`src/rtl/ctc_eng_lane.sv`:
```
module ctc_eng_lane #(
  parameter int NW = 12,
  parameter int M  = 2,
  parameter int BW = 1
) (
  input  logic          clk,
  input  logic          rst_n,
  input  logic          load,
  input  logic          step,
  input  logic          vld,
  input  logic [NW-1:0] base,
  input  logic [1:0]    jlo_init,
  input  logic [NW-1:0] n_len,
  input  logic [NW-1:0] seg,
  input  logic [NW-1:0] p0,
  input  logic [NW-1:0] p1,
  input  logic [NW-1:0] p2,
  input  logic [NW-1:0] p3,
  output logic [NW-1:0] addr,
  output logic [BW-1:0] bank,
  output logic [NW-1:0] ofs
);
  function automatic logic [NW-1:0] madd(input logic [NW-1:0] x, input logic [NW-1:0] y,
                                         input logic [NW-1:0] n);
    logic [NW:0] s;
    s = {1'b0, x} + {1'b0, y};
    if (s >= {1'b0, n}) s = s - {1'b0, n};
    return s[NW-1:0];
  endfunction

  logic [NW-1:0] a_q, a_d;
  logic [1:0]    jlo_q, jlo_d;
  logic [NW-1:0] half_w, phase_w;
  logic [NW:0]   thr;
  logic [NW-1:0] lo;

  always_comb begin
    a_d   = a_q;
    jlo_d = jlo_q;
    if (load) begin
      a_d   = base;
      jlo_d = jlo_init;
    end else if (step) begin
      a_d   = madd(a_q, p0, n_len);
      jlo_d = jlo_q + 2'd1;
    end
  end

  always_ff @(posedge clk or negedge rst_n) begin
    if (!rst_n) begin
      a_q   <= '0;
      jlo_q <= '0;
    end else begin
      a_q   <= a_d;
      jlo_q <= jlo_d;
    end
  end

  assign half_w = n_len >> 1;

  always_comb begin
    case (jlo_q)
      2'd1:    phase_w = madd(half_w, p1, n_len);
      2'd2:    phase_w = p2;
      2'd3:    phase_w = madd(half_w, p3, n_len);
      default: phase_w = '0;
    endcase
    addr = madd(madd(a_q, NW'(1), n_len), phase_w, n_len);
  end

  always_comb begin
    bank = '0;
    lo   = '0;
    thr  = {1'b0, seg};
    for (int k = 1; k < M; k++) begin
      if ({1'b0, addr} >= thr) begin
        bank = BW'(k);
        lo   = thr[NW-1:0];
      end
      thr = thr + {1'b0, seg};
    end
    ofs = addr - lo;
  end


  addr_range_chk: assert property (@(posedge clk) disable iff (!rst_n)
    vld |-> addr < n_len);


  bank_ofs_range_chk: assert property (@(posedge clk) disable iff (!rst_n)
    vld |-> ofs < seg);
endmodule

```
`config.mk`:
```
export PLATFORM = sky130hd
export DESIGN_NAME = ctc_eng_lane
export DESIGN_NICKNAME = d
export VERILOG_FILES = /design/src/rtl/ctc_eng_lane.sv
export SDC_FILE = /design/constraint.sdc
export NUM_CORES = 1
export LEC_CHECK = 0
export BUFFER_PORTS_ARGS = -buffer_cell sky130_fd_sc_hd__buf_2
export CELL_PAD_IN_SITES_DETAIL_PLACEMENT = 1
export CELL_PAD_IN_SITES_GLOBAL_PLACEMENT = 1
export CORE_UTILIZATION = 33
export DETAILED_ROUTE_END_ITERATION = 8
export GPL_TIMING_DRIVEN = 0
export PLACE_DENSITY_LB_ADDON = 0.1
export RECOVER_POWER = 25
export SYNTH_ARGS = -nofsm -noshare
export SYNTH_HDL_FRONTEND = slang
export SYNTH_SLANG_ARGS = --single-unit
export TNS_END_PERCENT = 20
```
`constraint.sdc`:
```
create_clock -name clk -period 15.44 [get_ports clk]
set_clock_uncertainty 0.05 [all_clocks]
set_input_delay 1.544 -clock clk [delete_from_list [all_inputs] [get_ports clk]]
set_output_delay 1.544 -clock clk [all_outputs]
set_load 0.01 [all_outputs]
```
=== After elaboration in Yosys (flattened, before gate mapping) ===
Cells that the tools add are included.

* Magnitude comparators: 6
* Equal/unequal tests: 3
* Mux-type cells: 12
* Reductions and logical operators: 1
* $add $sub $neg: 12

{| class="wikitable"
|+ Operators by type and width
! operator !! count
|-
| 2-to-1 mux 12 bit || 8
|-
| subtractor 12 bit || 6
|-
| greater-or-equal comparator 13 x 12 -> 1 bit || 5
|-
| case mux 12 bit (3 select lines) || 1
|-
| adder 11 x 12 -> 13 bit || 2
|-
| adder 12 x 12 -> 13 bit || 2
|-
| adder 12 x 1 -> 13 bit, second input constant || 1
|-
| greater-or-equal comparator 12 bit || 1
|-
| equality test 2 bit, second input constant || 2
|-
| 2-to-1 mux 2 bit || 2
|-
| adder 2 x 1 -> 2 bit, second input constant || 1
|-
| equality test 2 x 1 -> 1 bit, second input constant || 1
|-
| nonzero test 2 bit || 1
|-
| 2-to-1 mux 1 bit || 1
|}

* Logic and storage cells: 36
* Register bits after elaboration: 14
* Input bits: 91

=== Depth between registers and ports, before layout ===
* Depth after elaboration: 10
* Mapped depth: 54
* Mapped depth without buffers: 52

=== Least setup slack after synthesis ===
No wires, ideal clock.

* Path kind: input -> output
* From: input n_len[1]
* To: output ofs[11]
* Arrival: 11.563 ns
* Path slack: 2.283 ns
* Stages on the path: 46
* Path through: ha_1 fa_1 a21oi_2 o2111ai_1 a31o_1 a21o_1 xor2_1 ha_1 a211oi_1 nand4_1 o21a_1 a311oi_4 mux2_2 a222oi_1 nor2_1 ha_1 nor2b_1 o31a_1 [10 not listed] a21oi_1 ha_1 a21o_1 a211oi_1 o22ai_1 o21ai_0 o21ai_0 clkbuf_1 nand2_1 ha_1 nor2b_1 o21a_1 o21ai_0 a211oi_1 a2111oi_0 o21ai_0 a21oi_1 xnor3_1

* Longest elaborated chain between the ends: 10
* Elaborated cells on any way between the ends: 19
* Classes of those cells: add/sub: 8; order compare: 5; mux: 6

{| class="wikitable"
|+ Ends and longest elaborated chain
! element !! line !! source
|-
| from (decl) || 13 || <nowiki>input logic [NW-1:0] n_len,</nowiki>
|-
| adder 11 x 12 -> 13 bit || 26 || <nowiki>s = {1'b0, x} + {1'b0, y};</nowiki>
|-
| subtractor 12 bit or greater-or-equal comparator 13 x 12 -> 1 bit (tied branches) || 27 || <nowiki>if (s >= {1'b0, n}) s = s - {1'b0, n};</nowiki>
|-
| 2-to-1 mux 12 bit || 27 ||
|-
| case mux 12 bit (3 select lines) || 62 || <nowiki>case (jlo_q)</nowiki>
|-
| adder 12 x 12 -> 13 bit || 26 ||
|-
| subtractor 12 bit or greater-or-equal comparator 13 x 12 -> 1 bit (tied branches) || 27 ||
|-
| 2-to-1 mux 12 bit * || 27 ||
|-
| named net addr[1] || 19 || <nowiki>output logic [NW-1:0] addr,</nowiki>
|-
| greater-or-equal comparator 12 bit || 76 || <nowiki>if ({1'b0, addr} >= thr) begin</nowiki>
|-
| 2-to-1 mux 12 bit || 76 ||
|-
| subtractor 12 bit * || 82 || <nowiki>ofs = addr - lo;</nowiki>
|-
| to (decl) || 21 || <nowiki>output logic [NW-1:0] ofs</nowiki>
|}

The timed path passes the listed nets; every way through them passes the cells marked *.

=== Worst setup path in the final report ===
* From: input n_len[1]
* To: output ofs[11]

* Longest elaborated chain between the ends: 10
* Elaborated cells on any way between the ends: 19
* Classes of those cells: add/sub: 8; order compare: 5; mux: 6

{| class="wikitable"
|+ Ends and longest elaborated chain
! element !! line
|-
| adder 11 x 12 -> 13 bit || 26
|-
| subtractor 12 bit or greater-or-equal comparator 13 x 12 -> 1 bit (tied branches) || 27
|-
| 2-to-1 mux 12 bit || 27
|-
| case mux 12 bit (3 select lines) || 62
|-
| adder 12 x 12 -> 13 bit || 26
|-
| subtractor 12 bit or greater-or-equal comparator 13 x 12 -> 1 bit (tied branches) || 27
|-
| 2-to-1 mux 12 bit * || 27
|-
| greater-or-equal comparator 12 bit || 76
|-
| 2-to-1 mux 12 bit || 76
|-
| subtractor 12 bit * || 82
|}

Every way passes the cells marked *; elsewhere a longest branch is shown, timed or not.

==> results.ini <==
[run_status]
run_status = finished clean

[timing]
slew_headroom_pct = 46.3
finalMaxSlewViolations = 0
final-setup-viol-count = 0
tightest_slew_ns = 0.805
rsz0062_at_grt = no
max_freq_mhz = 69.4
period_share_pct = 93.3
hold_violations = 0
fin_tns_setup_ns = 0
fin_crit_ns = 14.41

[synth]
synthDistinctLibCells = 71
syn_area_um2 = 7210
ys_ff_latch = 14
syn_area_per_cell_um2 = 7.66
synth.top_cell.area_share_pct = 23.2
synth_async_sr_flop_share_pct = 100
synthCells = 942
ys_warn_count = 0
synth_area_leaders = ha_1, xnor2_1, a21oi_1
yosys_most_used_dff = dfrtp_1
synth.largest_area_cell = ha_1
synth_nets = 1177
synth-edff-count = 0
ys_seq_area_share_pct = 4.86

[grt]
grt_max_degree = 15
grt.total_usage_pct = 22.6
antenna_found_initial = 0
grt_pass1_wl_um = 39600
grt_pass1_vias = 7512
overflow = 0

[die]
start_util_pct = 34.0
dieHeight_um = 150
pin_count = 116
coreArea_um2 = 21200
row_count = 53
die-area_um2 = 22400
die_w_um = 150

[worst_setup_path]
critPathRequiredTime_ns = 13.85
cp_top_family = compound AO/OA/AOI/OAI gates
crit_top_cell = ha_1
criticalPathCategory = in2out
slowest_delay_ns = 0.45
end_kind = primary output
cp_num_buf_inv = 4
cp_max_fo = 10
worst_ep_arrival_time_ns = 12.82
slowest_stage = a311oi_4
crit_path_start_kind = primary input

[drt]
drt_iter0_markers = 276
drtPass1Iterations = 6
avgViaCountPerCell = 5.53
drc_errors = 0
antenna_left = 0
wl_um = 25100
wire_per_inst_um = 18.8
vias = 7388

[layout]
drive_above_1_share_pct = 16.5
fillers = 2740
synthToLayoutAreaGrowth_pct = 14.3
utilization_pct = 38.9
finalNetCount = 1296
antenna_cells = 0

[cts]
postCtsHoldBufs = 0
cts-root-buf = clkbuf_16
clock_latency_ns = 0.25
cts_max_level = 1
clkSinkCount = 14
clk_pin_slew_ns = 0.05
cts_buffers = 3
cts_tree = done
clock_path_buffers = 2

[placement]
routabilityCongestion = 0.840
io_buffers = 114
dp_hpwl_um = 21400

[job]
maxCapViolations = 0

[hold_path]
hold_path.class = reg2reg

==> flip-flops by register name, indices dropped and copies added (netlist names) <==
signal and flops:
jlo_q 2, a_q 12
==> placed cells by master, fill, tap and decap left out, types with 24 or more instances in the layout <==
cell type,Yosys,routed
a21o_1,25,25
a21oi_1,81,80
buf_2,5,116
ha_1,134,134
inv_1,61,61
mux2_2,24,24
nand2_1,59,59
nor2_1,68,68
o21ai_0,59,56
xnor2_1,68,68
xor2_1,26,26
==> final cells by class <==
cell class              instances  area, µm²  share of cell area [%]
multi-input cells             851       6580                    79.8
repair buffers                114        569                    6.90
flip-flops and latches         14        350                    4.25
well taps                     275        344                    4.17
inverters                      61        229                    2.78
clock buffers                   4       88.8                    1.08
plain buffers                  16       83.8                    1.02
==> logic make-up (layout without fill, tap and decap cells) <==
logic type,Yosys count,count (layout),share of synthesized area (%)
fa+ha+maj,144,144,26.0
xor+xnor,95,95,11.7
compound gates,289,289,26.7
simple gates,276,276,19.4
flops,14,14,4.86
buf+inv,77,195,4.20
mux,47,47,7.10
==> worst reg2reg max path, cell delays in order, from the launching register on <==
cell	delay (ns)
dfrtp_1	0.52
ha_1	0.29
fa_1	0.43
a211oi_1	0.26
o21bai_1	0.13
a31oi_1	0.23
o21ai_0	0.17
nor2_1	0.14
xnor2_1	0.16
ha_1	0.32
nand4_1	0.11
o31ai_1	0.11
or3_1	0.32
o21ai_1	0.34
nand2_2	0.32
mux2i_1	0.38
o21ai_0	0.12
==> cells in the mapped netlist (3+ instances only) <==
cell type,instances
o2111ai_1,6
nor2_1,68
inv_1,61
nand2_1,59
fa_1,10
o21bai_1,12
nor3b_1,15
nand4_1,9
xor2_1,26
o21ai_1,6
ha_1,134
clkbuf_1,10
a2111oi_0,4
or3_1,10
a21o_1,25
or2_2,5
nor4_1,4
mux2_2,24
a211oi_1,9
mux2i_1,17
a222oi_1,5
o21a_1,18
xnor2_1,68
nor4b_1,4
and3_1,10
a31o_2,3
o21ai_0,59
nand2b_1,15
and2_1,6
mux2_1,5
nand3_1,23
nor2b_1,17
a21oi_1,81
a31oi_1,10
a211o_1,3
buf_2,5
nor3_1,22
a2111oi_2,3
dfrtp_1,14
o31ai_1,6
o31a_1,6
a22oi_1,4
o211ai_1,7
==> path summary, 6_finish.rpt <==
check,start,to,slack [ns],cells past startpoint
worst min-delay path,jlo_q[0],jlo_q[0],0.59,2
max in group asynchronous,rst_n,a_q[3],13.53,1
worst min register to register,jlo_q[0],jlo_q[0],0.59,2
worst max register to register,a_q[0],a_q[4],10.90,16
min in group asynchronous,rst_n,a_q[8],1.31,1
worst max-delay path,n_len[1],ofs[11],1.03,47
==> per-stage QoR <==
stage | hold slack (ns) | worst slack (ns) | instances | instance area [µm²]
2_1_floorplan | 0.531 | 2.28 | 942 | 7210
3_3_place_gp | 0.575 | -0.165 | 1331 | 8130
3_5_place_dp | 0.597 | -0.193 | 1331 | 8130
4_1_cts | 0.609 | 0.0603 | 1335 | 8220
5_1_grt | 0.644 | 0.0330 | 1335 | 8250
6_report | 0.595 | 1.03 | 1335 | 8250
==> routing by layer <==
layer  track usage, %  part of all wire (%)
met1             31.7                    50
met2             38.7                    47
met3            0.640                   2.3
met4             3.99                   1.5
met5                0                     0
==> repair_timing <==
| action | CTS | global route |
|---|---|---|
| setup buffers | 0 | 0 |
| pin swaps | 0 | 1 |
| setup endpoints to repair | 1 | 4 |
| gates resized for setup | 2 | 15 |
| hold endpoints to repair | 0 | 0 |
Power is not shown: default switching activity piles up to over one toggle a cycle in this logic, so the estimate is an artifact.
